File: src/rtl/bls_pkg.sv
package bls_pkg;

    typedef enum logic [1:0] {
        ST_IDLE = 2'd0,
        ST_SOLO = 2'd1,
        ST_LOW  = 2'd2,
        ST_HIGH = 2'd3
    } bls_state_e;

    typedef enum logic [1:0] {
        LN_OFF  = 2'd0,
        LN_EVEN = 2'd1,
        LN_ODD  = 2'd2,
        LN_PAIR = 2'd3
    } bls_lane_e;

endpackage

File: src/rtl/bls_addr_step.sv
module bls_addr_step #(
    parameter int WA_W = 19
) (
    input  logic [WA_W-1:0] waddr_i,
    output logic [WA_W-1:0] waddr_next_o
);

    // Next word location; natural overflow gives the wrap to zero.
    always_comb begin
        waddr_next_o = waddr_i + {{(WA_W-1){1'b0}}, 1'b1};
    end

endmodule

File: src/rtl/bls_ctrl.sv
module bls_ctrl
    import bls_pkg::*;
(
    input  logic       clk,
    input  logic       rst_n,
    input  logic       req_valid_i,
    input  logic       req_word_i,
    input  logic       req_odd_i,
    input  logic       word_q_i,
    input  logic       odd_q_i,
    output bls_state_e state_o,
    output bls_lane_e  lane_o,
    output logic       accept_o,
    output logic       busy_o,
    output logic       second_o,
    output logic       done_o
);

    bls_state_e state_q, state_d;
    logic       done_q;

    // State register.
    always_ff @(posedge clk or negedge rst_n) begin
        if (!rst_n) begin
            state_q <= ST_IDLE;
            done_q  <= 1'b0;
        end else begin
            state_q <= state_d;
            done_q  <= (state_q == ST_SOLO) || (state_q == ST_HIGH);
        end
    end

    // Next-state logic.
    always_comb begin
        state_d = state_q;
        unique case (state_q)
            ST_IDLE: begin
                if (req_valid_i) begin
                    state_d = (req_word_i && req_odd_i) ? ST_LOW : ST_SOLO;
                end
            end
            ST_SOLO: state_d = ST_IDLE;
            ST_LOW:  state_d = ST_HIGH;
            ST_HIGH: state_d = ST_IDLE;
            default: state_d = ST_IDLE;
        endcase
    end

    // Output logic.
    always_comb begin
        lane_o   = LN_OFF;
        accept_o = 1'b0;
        busy_o   = 1'b1;
        second_o = 1'b0;
        unique case (state_q)
            ST_IDLE: begin
                busy_o   = 1'b0;
                accept_o = req_valid_i;
            end
            ST_SOLO: begin
                if (word_q_i) begin
                    lane_o = LN_PAIR;
                end else begin
                    lane_o = odd_q_i ? LN_ODD : LN_EVEN;
                end
            end
            ST_LOW: lane_o = LN_ODD;
            ST_HIGH: begin
                lane_o   = LN_EVEN;
                second_o = 1'b1;
            end
            default: lane_o = LN_OFF;
        endcase
    end

    assign state_o = state_q;
    assign done_o  = done_q;

    // the high half of a split word follows the low half on the next clock.
    p_split_order_r6: assert property (@(posedge clk) disable iff (!rst_n)
        (state_q == ST_LOW) |=> (state_q == ST_HIGH));

    // completion is a single-clock pulse.
    p_done_single_r8: assert property (@(posedge clk) disable iff (!rst_n)
        done_q |=> !done_q);

endmodule

File: src/rtl/bls_write_steer.sv
module bls_write_steer
    import bls_pkg::*;
#(
    parameter int LANE_W = 8,
    localparam int DATA_W = 2 * LANE_W
) (
    input  bls_lane_e         lane_i,
    input  logic              hi_src_i,
    input  logic [DATA_W-1:0] wdata_i,
    output logic [DATA_W-1:0] bus_o,
    output logic              a0_o,
    output logic              bhe_n_o
);

    always_comb begin
        bus_o   = '0;
        a0_o    = 1'b1;
        bhe_n_o = 1'b1;
        unique case (lane_i)
            LN_OFF: begin
                bus_o = '0;
            end
            LN_EVEN: begin
                a0_o = 1'b0;
                bus_o[LANE_W-1:0] = hi_src_i ? wdata_i[DATA_W-1:LANE_W]
                                             : wdata_i[LANE_W-1:0];
            end
            LN_ODD: begin
                bhe_n_o = 1'b0;
                bus_o[DATA_W-1:LANE_W] = wdata_i[LANE_W-1:0];
            end
            LN_PAIR: begin
                a0_o    = 1'b0;
                bhe_n_o = 1'b0;
                bus_o   = wdata_i;
            end
            default: bus_o = '0;
        endcase
    end

endmodule

File: src/rtl/bls_read_merge.sv
module bls_read_merge
    import bls_pkg::*;
#(
    parameter int LANE_W = 8,
    localparam int DATA_W = 2 * LANE_W
) (
    input  logic              clk,
    input  logic              rst_n,
    input  logic              cap_i,
    input  bls_lane_e         lane_i,
    input  logic              second_i,
    input  logic [DATA_W-1:0] bus_i,
    output logic [DATA_W-1:0] rdata_o
);

    logic [DATA_W-1:0] rdata_q;

    always_ff @(posedge clk or negedge rst_n) begin
        if (!rst_n) begin
            rdata_q <= '0;
        end else if (cap_i) begin
            unique case (lane_i)
                LN_PAIR: rdata_q <= bus_i;
                LN_EVEN: begin
                    if (second_i) begin
                        rdata_q[DATA_W-1:LANE_W] <= bus_i[LANE_W-1:0];
                    end else begin
                        rdata_q <= {{LANE_W{1'b0}}, bus_i[LANE_W-1:0]};
                    end
                end
                LN_ODD:  rdata_q <= {{LANE_W{1'b0}}, bus_i[DATA_W-1:LANE_W]};
                default: rdata_q <= rdata_q;
            endcase
        end
    end

    assign rdata_o = rdata_q;

    // filling the high half of a split word keeps the low half.
    p_merge_hold_r5: assert property (@(posedge clk) disable iff (!rst_n)
        (cap_i && second_i && lane_i == LN_EVEN)
            |=> (rdata_q[LANE_W-1:0] == $past(rdata_q[LANE_W-1:0])));

endmodule

File: src/rtl/byte_lane_splitter.sv
module byte_lane_splitter
    import bls_pkg::*;
#(
    parameter int ADDR_W = 20,
    parameter int LANE_W = 8,
    localparam int DATA_W = 2 * LANE_W,
    localparam int WA_W = ADDR_W - 1
) (
    input  logic              clk,
    input  logic              rst_n,
    input  logic              req_valid_i,
    input  logic              req_write_i,
    input  logic              req_word_i,
    input  logic [ADDR_W-1:0] req_addr_i,
    input  logic [DATA_W-1:0] req_wdata_i,
    output logic              busy_o,
    output logic              done_o,
    output logic [DATA_W-1:0] rdata_o,
    output logic              cyc_valid_o,
    output logic [WA_W-1:0]   cyc_waddr_o,
    output logic              cyc_a0_o,
    output logic              cyc_bhe_n_o,
    output logic              cyc_we_o,
    output logic [DATA_W-1:0] cyc_wdata_o,
    input  logic [DATA_W-1:0] cyc_rdata_i
);

    logic [WA_W-1:0]   waddr_q;
    logic [WA_W-1:0]   waddr_inc;
    logic              odd_q;
    logic              word_q;
    logic              write_q;
    logic [DATA_W-1:0] wdata_q;

    bls_state_e state;
    bls_lane_e  lane;
    logic       accept;
    logic       second;

    // Request capture on acceptance.
    always_ff @(posedge clk or negedge rst_n) begin
        if (!rst_n) begin
            waddr_q <= '0;
            odd_q   <= 1'b0;
            word_q  <= 1'b0;
            write_q <= 1'b0;
            wdata_q <= '0;
        end else if (accept) begin
            waddr_q <= req_addr_i[ADDR_W-1:1];
            odd_q   <= req_addr_i[0];
            word_q  <= req_word_i;
            write_q <= req_write_i;
            wdata_q <= req_wdata_i;
        end
    end

    bls_ctrl u_ctrl (
        .clk         (clk),
        .rst_n       (rst_n),
        .req_valid_i (req_valid_i),
        .req_word_i  (req_word_i),
        .req_odd_i   (req_addr_i[0]),
        .word_q_i    (word_q),
        .odd_q_i     (odd_q),
        .state_o     (state),
        .lane_o      (lane),
        .accept_o    (accept),
        .busy_o      (busy_o),
        .second_o    (second),
        .done_o      (done_o)
    );

    bls_addr_step #(.WA_W(WA_W)) u_step (
        .waddr_i      (waddr_q),
        .waddr_next_o (waddr_inc)
    );

    bls_write_steer #(.LANE_W(LANE_W)) u_steer (
        .lane_i   (lane),
        .hi_src_i (second),
        .wdata_i  (wdata_q),
        .bus_o    (cyc_wdata_o),
        .a0_o     (cyc_a0_o),
        .bhe_n_o  (cyc_bhe_n_o)
    );

    assign cyc_valid_o = (lane != LN_OFF);
    assign cyc_waddr_o = second ? waddr_inc : waddr_q;
    assign cyc_we_o    = cyc_valid_o && write_q;

    bls_read_merge #(.LANE_W(LANE_W)) u_merge (
        .clk      (clk),
        .rst_n    (rst_n),
        .cap_i    (cyc_valid_o && !write_q),
        .lane_i   (lane),
        .second_i (second),
        .bus_i    (cyc_rdata_i),
        .rdata_o  (rdata_o)
    );

    // every bank cycle selects at least one bank.
    p_bank_sel_r2: assert property (@(posedge clk) disable iff (!rst_n)
        cyc_valid_o |-> !(cyc_a0_o && cyc_bhe_n_o));

    // outside an access, both banks are deselected and nothing is written.
    p_idle_quiet_r10: assert property (@(posedge clk) disable iff (!rst_n)
        !busy_o |-> (!cyc_valid_o && cyc_a0_o && cyc_bhe_n_o && !cyc_we_o));

    // the second half addresses the next word location.
    p_next_word_r7: assert property (@(posedge clk) disable iff (!rst_n)
        (state == ST_HIGH) |-> (cyc_waddr_o == WA_W'($past(cyc_waddr_o) + 1'b1)));

    // odd bank first, even bank second.
    p_second_lanes_r4: assert property (@(posedge clk) disable iff (!rst_n)
        (state == ST_HIGH) |-> ($past(cyc_a0_o) && !$past(cyc_bhe_n_o)
                                && !cyc_a0_o && cyc_bhe_n_o));

endmodule

File: config.mk
export PLATFORM = sky130hd
export DESIGN_NAME = byte_lane_splitter
export DESIGN_NICKNAME = d
export VERILOG_FILES = /design/src/rtl/bls_pkg.sv /design/src/rtl/bls_addr_step.sv /design/src/rtl/bls_ctrl.sv /design/src/rtl/bls_write_steer.sv /design/src/rtl/bls_read_merge.sv /design/src/rtl/byte_lane_splitter.sv
export SDC_FILE = /design/constraint.sdc
export NUM_CORES = 1
export LEC_CHECK = 0
export BUFFER_PORTS_ARGS = -buffer_cell sky130_fd_sc_hd__buf_4
export CAP_MARGIN = 20
export CELL_PAD_IN_SITES_DETAIL_PLACEMENT = 1
export CELL_PAD_IN_SITES_GLOBAL_PLACEMENT = 1
export CORE_UTILIZATION = 40
export CTS_BUF_LIST = sky130_fd_sc_hd__clkbuf_4
export DETAILED_ROUTE_END_ITERATION = 10
export PLACE_DENSITY = 0.86
export SYNTH_ARGS = -nofsm -noshare
export SYNTH_HDL_FRONTEND = slang
export SYNTH_HIERARCHICAL = 1
export SYNTH_SLANG_ARGS = --single-unit
File: constraint.sdc
create_clock -name clk -period 2.5 [get_ports clk]
set_clock_uncertainty 0.15 [all_clocks]
set_input_delay 0.375 -clock clk [delete_from_list [all_inputs] [get_ports clk]]
set_output_delay 0.375 -clock clk [all_outputs]
set_load 0.03 [all_outputs]
==> results.toml, run 1 <==
[run_status]
status = "finished, violations left"
violations = "negative setup slack"

[global_route]
grt_max_degree = 58
grt-ovfl-total = 0
antenna_found_initial = 0
grt_use_total_pct = 23.90
grt_pass1_vias = 3141
grt_pass1_wl_microns = 16010

[timing]
report.final.slew_viol_count = 0
whs_ps = 49.39
worst_slew_pin_slew_ps = 751.7
slew_headroom_pct = 49.89
hold_violations = 0
grt_setup_unrepaired = "true"
fin_crit_sh_pct = 108.9
period_minus_slack_ps = 2721
finalSetupTns_ps = -887.0
setup_slack_ps = -221.3
fmax_mhz = 367.5
setup_viol = 8

[power_and_ir_drop]
clkPwrFrac_pct = 10.2
power_leakage_nw = 2.338
internal_power_mw = 4.069
p_sw_mw = 3.392
pwr_density_cell_nw_per_um2 = 1508
total_power_mw = 7.461
combPwrFrac_pct = 65.2
vdd_drop_max_mv = 0.7323
swShare_pct = 45.47
pwr-share-seq_pct = 24.6

[die]
io_pins = 114
die_width_microns = 94.56
num_rows = 33
dieArea_sq_um = 8942
core_area_sq_um = 8258
initial_core_util_pct = 41.50
fp.dieH_microns = 94.56

[setup_path]
r2r-start = "odd_q"
r2r-end = "u_merge/rdata_o[4]"
arrival_ps = 2200
r2r_slack_ps = 150
crit_start = "waddr_q[13]"
worst_setup_path_start_kind = "flop"
setup.worst_path.end = "cyc_waddr_o[18]"
worst_r2r_path_depth = 9
critical_path_required_ps = 1980
cp_max_fo = 6
crit_type = "reg -> out"
endpoint_kind = "output pin"

[drt]
via_per_inst = 5.248
met3WireLength_microns = 556
wl_met1_microns = 4233
wl_per_cell_microns = 19.59
highest_layer = "met4"
ant_nets = 0
drt_iter0_drc = 121
route.detailed.drc = 0
routed_wl_microns = 10760
wl_met2_microns = 5787
drtPass1Iterations = 4
vias = 2881

[yosys]
avgSynthCellArea_sq_um = 11.58
ys_seq_elements = 57
synth_cell_types = 40
synth_top_area_share_pct = 41.62
ys_warn_count = 6
synth_largest_area_cell = "dfrtp_1"
yosys-top-cells-area = "dfrtp_1, mux2_2, mux2_4, buf_6, a21oi_1"
netlist_instances = 296
synth_nets = 358
synth_area_sq_um = 3427
ys_seq_area_share_pct = 41.62

[cts]
clock_latency_ps = 390
clkTransAtPathRegs_ps = 110
ctsRootBufferMaster = "clkbuf_4"
cts_sinks = 57
numCtsBuffers = 9
tritoncts = "yes"
clk_path_buf_depth = 2
cts-htree-levels = 3

[placed_design]
gp_congestion = 0.7903
place_area_sq_um = 4365
pre_cts_ws_ps = 153.3
port_buffers = 113
place_hpwl_microns = 6667
dp.cells = 508

[run]
maxCapViolations = 0

[layout]
diodes = 0
post-route-util_pct = 59.91
nets = 501
syn_to_final_growth_pct = 44.36
drive_gt1_share_pct = 59.46
fin_area_sq_um = 4947
fillers = 910
fin_cells = 549

[worst_hold_path]
holdCritStartpoint = "req_wdata_i[14]"
worstHoldPathType = "in -> reg"
-- flip-flops by register name, summed over array words and instances (netlist names) --
register,count
odd_q,1
u_ctrl/done_o,1
u_ctrl/state_o,2
u_merge/rdata_o,16
waddr_q,19
wdata_q,16
word_q,1
write_q,1
-- Yosys cell counts (all sizes together) --
cell type	number
mux2i	8
o21ai	4
and4	1
and3	3
a22o	8
nor4	1
nor3	2
o31a	1
ha	5
mux2	65
nand2b	12
nand3	6
clkinv	1
clkbuf	2
nor2b	9
o21ba	1
nor2	13
o21a	1
and2	4
nand2	23
or2	3
dfrtp	57
nand4	4
buf	14
xor2	6
a21boi	1
xnor2	11
a21oi	24
inv	6
-- power groups by stage --
stage | logic [mW] | clock network [mW] | registers, mW
6_report | 4.86 | 0.762 | 1.84
5_1_grt | 5.13 | 0.817 | 1.89
4_1_cts | 4.65 | 0.772 | 1.79
3_5_place_dp | 4.16 | 0 | 1.85
3_3_place_gp | 4.03 | 0 | 1.80
2_1_floorplan | 2.69 | 0 | 2.01
-- layout make-up --
| class | instances | area, sq um | share of cell area (%) |
|---|---|---|---|
| clock buffer | 9 | 67.56 | 1.366 |
| clock inverter | 7 | 85.08 | 1.720 |
| inverter | 7 | 27.53 | 0.5564 |
| multi-input combinational | 216 | 1998 | 40.39 |
| sequential | 57 | 1435 | 29.01 |
| tap | 105 | 131.4 | 2.656 |
| timing repair buffer | 148 | 1202 | 24.30 |
-- kinds of logic (layout without fill, tap and decap cells) --
group	Yosys count	in the layout	synth area share (%)
flops	57	57	41.62
compound gates	40	40	7.448
mux	73	73	26.21
fa+ha+maj	5	5	1.825
xor+xnor	17	17	4.345
simple gates	81	81	13.51
buf+inv	23	171	5.038
-- worst min-delay path by stage --
stage,depth (start not counted),endpoint,slack (ps)
2_1_floorplan,0,odd_q,-70
3_5_place_dp,0,u_ctrl/done_o,320
3_3_place_gp,0,u_ctrl/done_o,310
6_report,2,wdata_q[14],50
4_1_cts,2,wdata_q[14],20
5_1_grt,2,wdata_q[12],10
-- per-layer routing --
metal,GRT usage (%),vias to the layer above
met4,8.081,0
met1,27.00,1450
met3,5.153,17
met5,0,-
met2,44.26,95
li1,-,1319
-- cell usage in the layout, fill, tap and decap left out, types with 2 or more instances in the layout --
cell type	instances
nand4_1	2
a22o_1	8
clkbuf_4	9
a21oi_1	23
clkinv_1	2
nand2b_4	2
dfrtp_2	7
ha_1	4
buf_4	129
nor2_4	2
nand3_1	4
dfrtp_1	50
o21ai_4	2
inv_1	6
and3_1	3
bufinv_16	2
mux2i_1	6
and2_4	2
xnor2_1	10
buf_12	2
nand2_1	21
xor2_1	6
nand2b_1	10
o21ai_1	2
nor2_1	10
nand4_4	2
nor2b_1	8
mux2_2	35
mux2_4	30
buf_6	15
clkinv_2	3
-- repair_timing --
item                                    4_1_cts  5_1_grt
pin swaps                                    14        9
endpoints found under the hold margin        57        0
buffers inserted                             20        5
hold buffers                                  1        0
gates resized for setup                      35       26
endpoints found under the setup margin       29       30
-- critical path: stages, from the launching register on --
cell and delay (ps):
dfrtp_1 520, nand2_1 150, nor4_4 380, nand3_1 180, xnor2_1 160, mux2_4 260, buf_6 140
Power figures use the tool's default switching activity.
==> run 2: changes to the inputs <==
Clock period 2.5 ns to 2.6 ns, I/O delays scaled along.
==> run 2 against run 1 <==
The flow still finishes with violations (negative setup slack). Utilization decreased by 2.5 points. Sequential power is 4% lower. Hold slack improved by 16 ps. Global-route usage barely moved. Final cell count is the same. Sequential share of layout area is 1.4 points higher. Total power decreased by 9.0%. Non-clock buffer count is the same. Sequential cell count did not move. Die area stayed put. Largest power group unchanged.
==> results.toml, run 2 (same netlist as run 1, synthesis figures left out) <==
[cts]
cts_sinks = 57
clock_latency_ps = 390
numCtsBuffers = 9
clkTransAtPathRegs_ps = 110
ctsRootBufferMaster = "clkbuf_4"
tritoncts = "yes"
clk_path_buf_depth = 2
cts-htree-levels = 3

[setup_path]
arrival_ps = 2130
critPathSlowestCell = "dfrtp_2"
worst_setup_path_start_kind = "flop"
critical_path_required_ps = 2060
endpoint_kind = "output pin"
cp_max_fo = 3
crit_type = "reg -> out"
cp_slowest_stage_delay_ps = 420
r2r-start = "word_q"
r2r_slack_ps = 100
cp_cell_sequence = "nand4_4 -> nor4_4 -> nand3_1 -> xnor2_1 -> mux2_4 -> buf_6"
crit_start = "waddr_q[9]"

[drt]
drt_iter0_drc = 86
route.detailed.drc = 0
ant_nets = 0
routed_wl_microns = 10770
via_per_inst = 5.209
drtPass1Iterations = 4
vias = 2860
wl_per_cell_microns = 19.61

[run_status]
violations = "negative setup slack"
status = "finished, violations left"

[placed_design]
gp_congestion = 0.8219
place_hpwl_microns = 6716
port_buffers = 113
pre_cts_ws_ps = 126.0

[timing]
fin_crit_sh_pct = 102.6
hold_violations = 0
grt_setup_unrepaired = "true"
fmax_mhz = 375.0
period_minus_slack_ps = 2667
setup_viol = 3
setup_slack_ps = -66.95
worst_slew_pin_slew_ps = 744.6
slew_headroom_pct = 50.36
report.final.slew_viol_count = 0

[power_and_ir_drop]
vdd_drop_max_mv = 0.7470
total_power_mw = 6.790
power_leakage_nw = 2.237
pwr_density_cell_nw_per_um2 = 1431

[die]
dieArea_sq_um = 8942
fp.dieH_microns = 94.56
die_width_microns = 94.56
io_pins = 114
initial_core_util_pct = 41.50
num_rows = 33
core_area_sq_um = 8258

[worst_hold_path]
holdCritStartpoint = "req_addr_i[10]"
worstHoldPathType = "in -> reg"

[layout]
regMostFlops = "waddr_q"
nets = 501
largest_register_ffs = 19
syn_to_final_growth_pct = 38.41
post-route-util_pct = 57.44
final_common_cell = "buf_4"
drive_gt1_share_pct = 58.11
layout_common_cells = "buf_4, dfrtp_1, mux2_2"
diodes = 0

[global_route]
grt_max_degree = 58
grtUsageMet3_pct = 6.119
grt_busiest_layer = "met2"
grt_pass1_wl_microns = 16110
grtUsageMet2_pct = 42.39
antenna_found_initial = 0
grt_pass1_vias = 3078
grt_use_total_pct = 23.94
grt-ovfl-total = 0
grt_use_met1_pct = 27.77

[run]
maxCapViolations = 0
## run 2: cell types whose count changed in the layout (fill, tap and decap cells not counted), sizes merged
cell / previous run / this run
bufinv: 2 / 0
clkinvlp: 1 / 0
clkinv: 5 / 6
clkbuf: 9 / 11
## run 2: path summary, 6_finish.rpt
kind	to	cells after the start
worst max-delay path	cyc_waddr_o[16]	6
worst min-delay path	waddr_q[9]	2
worst max register to register	u_merge/rdata_o[6]	7
worst min register to register	u_ctrl/done_o	0
max in group asynchronous	waddr_q[5]	2
min in group asynchronous	waddr_q[12]	2
## run 2: metrics by stage
stage | hold WS [ps] | cells | area, sq um | TNS (ps)
floorplan | -55.59 | 296 | 3427 | 0
global route | 49.08 | 549 | 4743 | -421.5
finish | 65.83 | 549 | 4743 | -124.8
global placement | 296.5 | 504 | 4323 | 0
detailed placement | 331.7 | 504 | 4323 | 0
CTS | 47.00 | 541 | 4634 | 0
## run 2: layer usage
metal | routed length, microns | up-vias
li1 | - | 1313
met1 | 4255 | 1442
met2 | 5771 | 81
met3 | 507 | 24
met4 | 230 | 0
met5 | 0 | -
## run 2: report_power, final
group,internal (mW),switching [mW],total [mW]
clock network,0.208,0.335,0.543
registers,1.35,0.415,1.76
logic,2.07,2.42,4.48
## run 2: worst max-delay path: cells and delay by family, from the launching register on
kind | cells | cell delay, ps
xor+xnor | 1 | 160
buf+inv | 1 | 140
mux | 1 | 270
flops | 1 | 420
simple gates | 3 | 730
## run 2: cell type report
type	instances	area [sq um]
sequential	57	1440
tap	105	131.4
inverter	7	27.53
fill	939	3515
timing repair buffer	148	1145
clock inverter	5	22.52
multi-input combinational	216	1894
clock buffer	11	82.58
## run 2: what timing repair did
item	4_1_cts	5_1_grt
hold buffers	1	0
buffers inserted	20	8
endpoints found under the setup margin	23	34
resized for setup	18	13
endpoints found under the hold margin	57	0
pin swaps	11	4
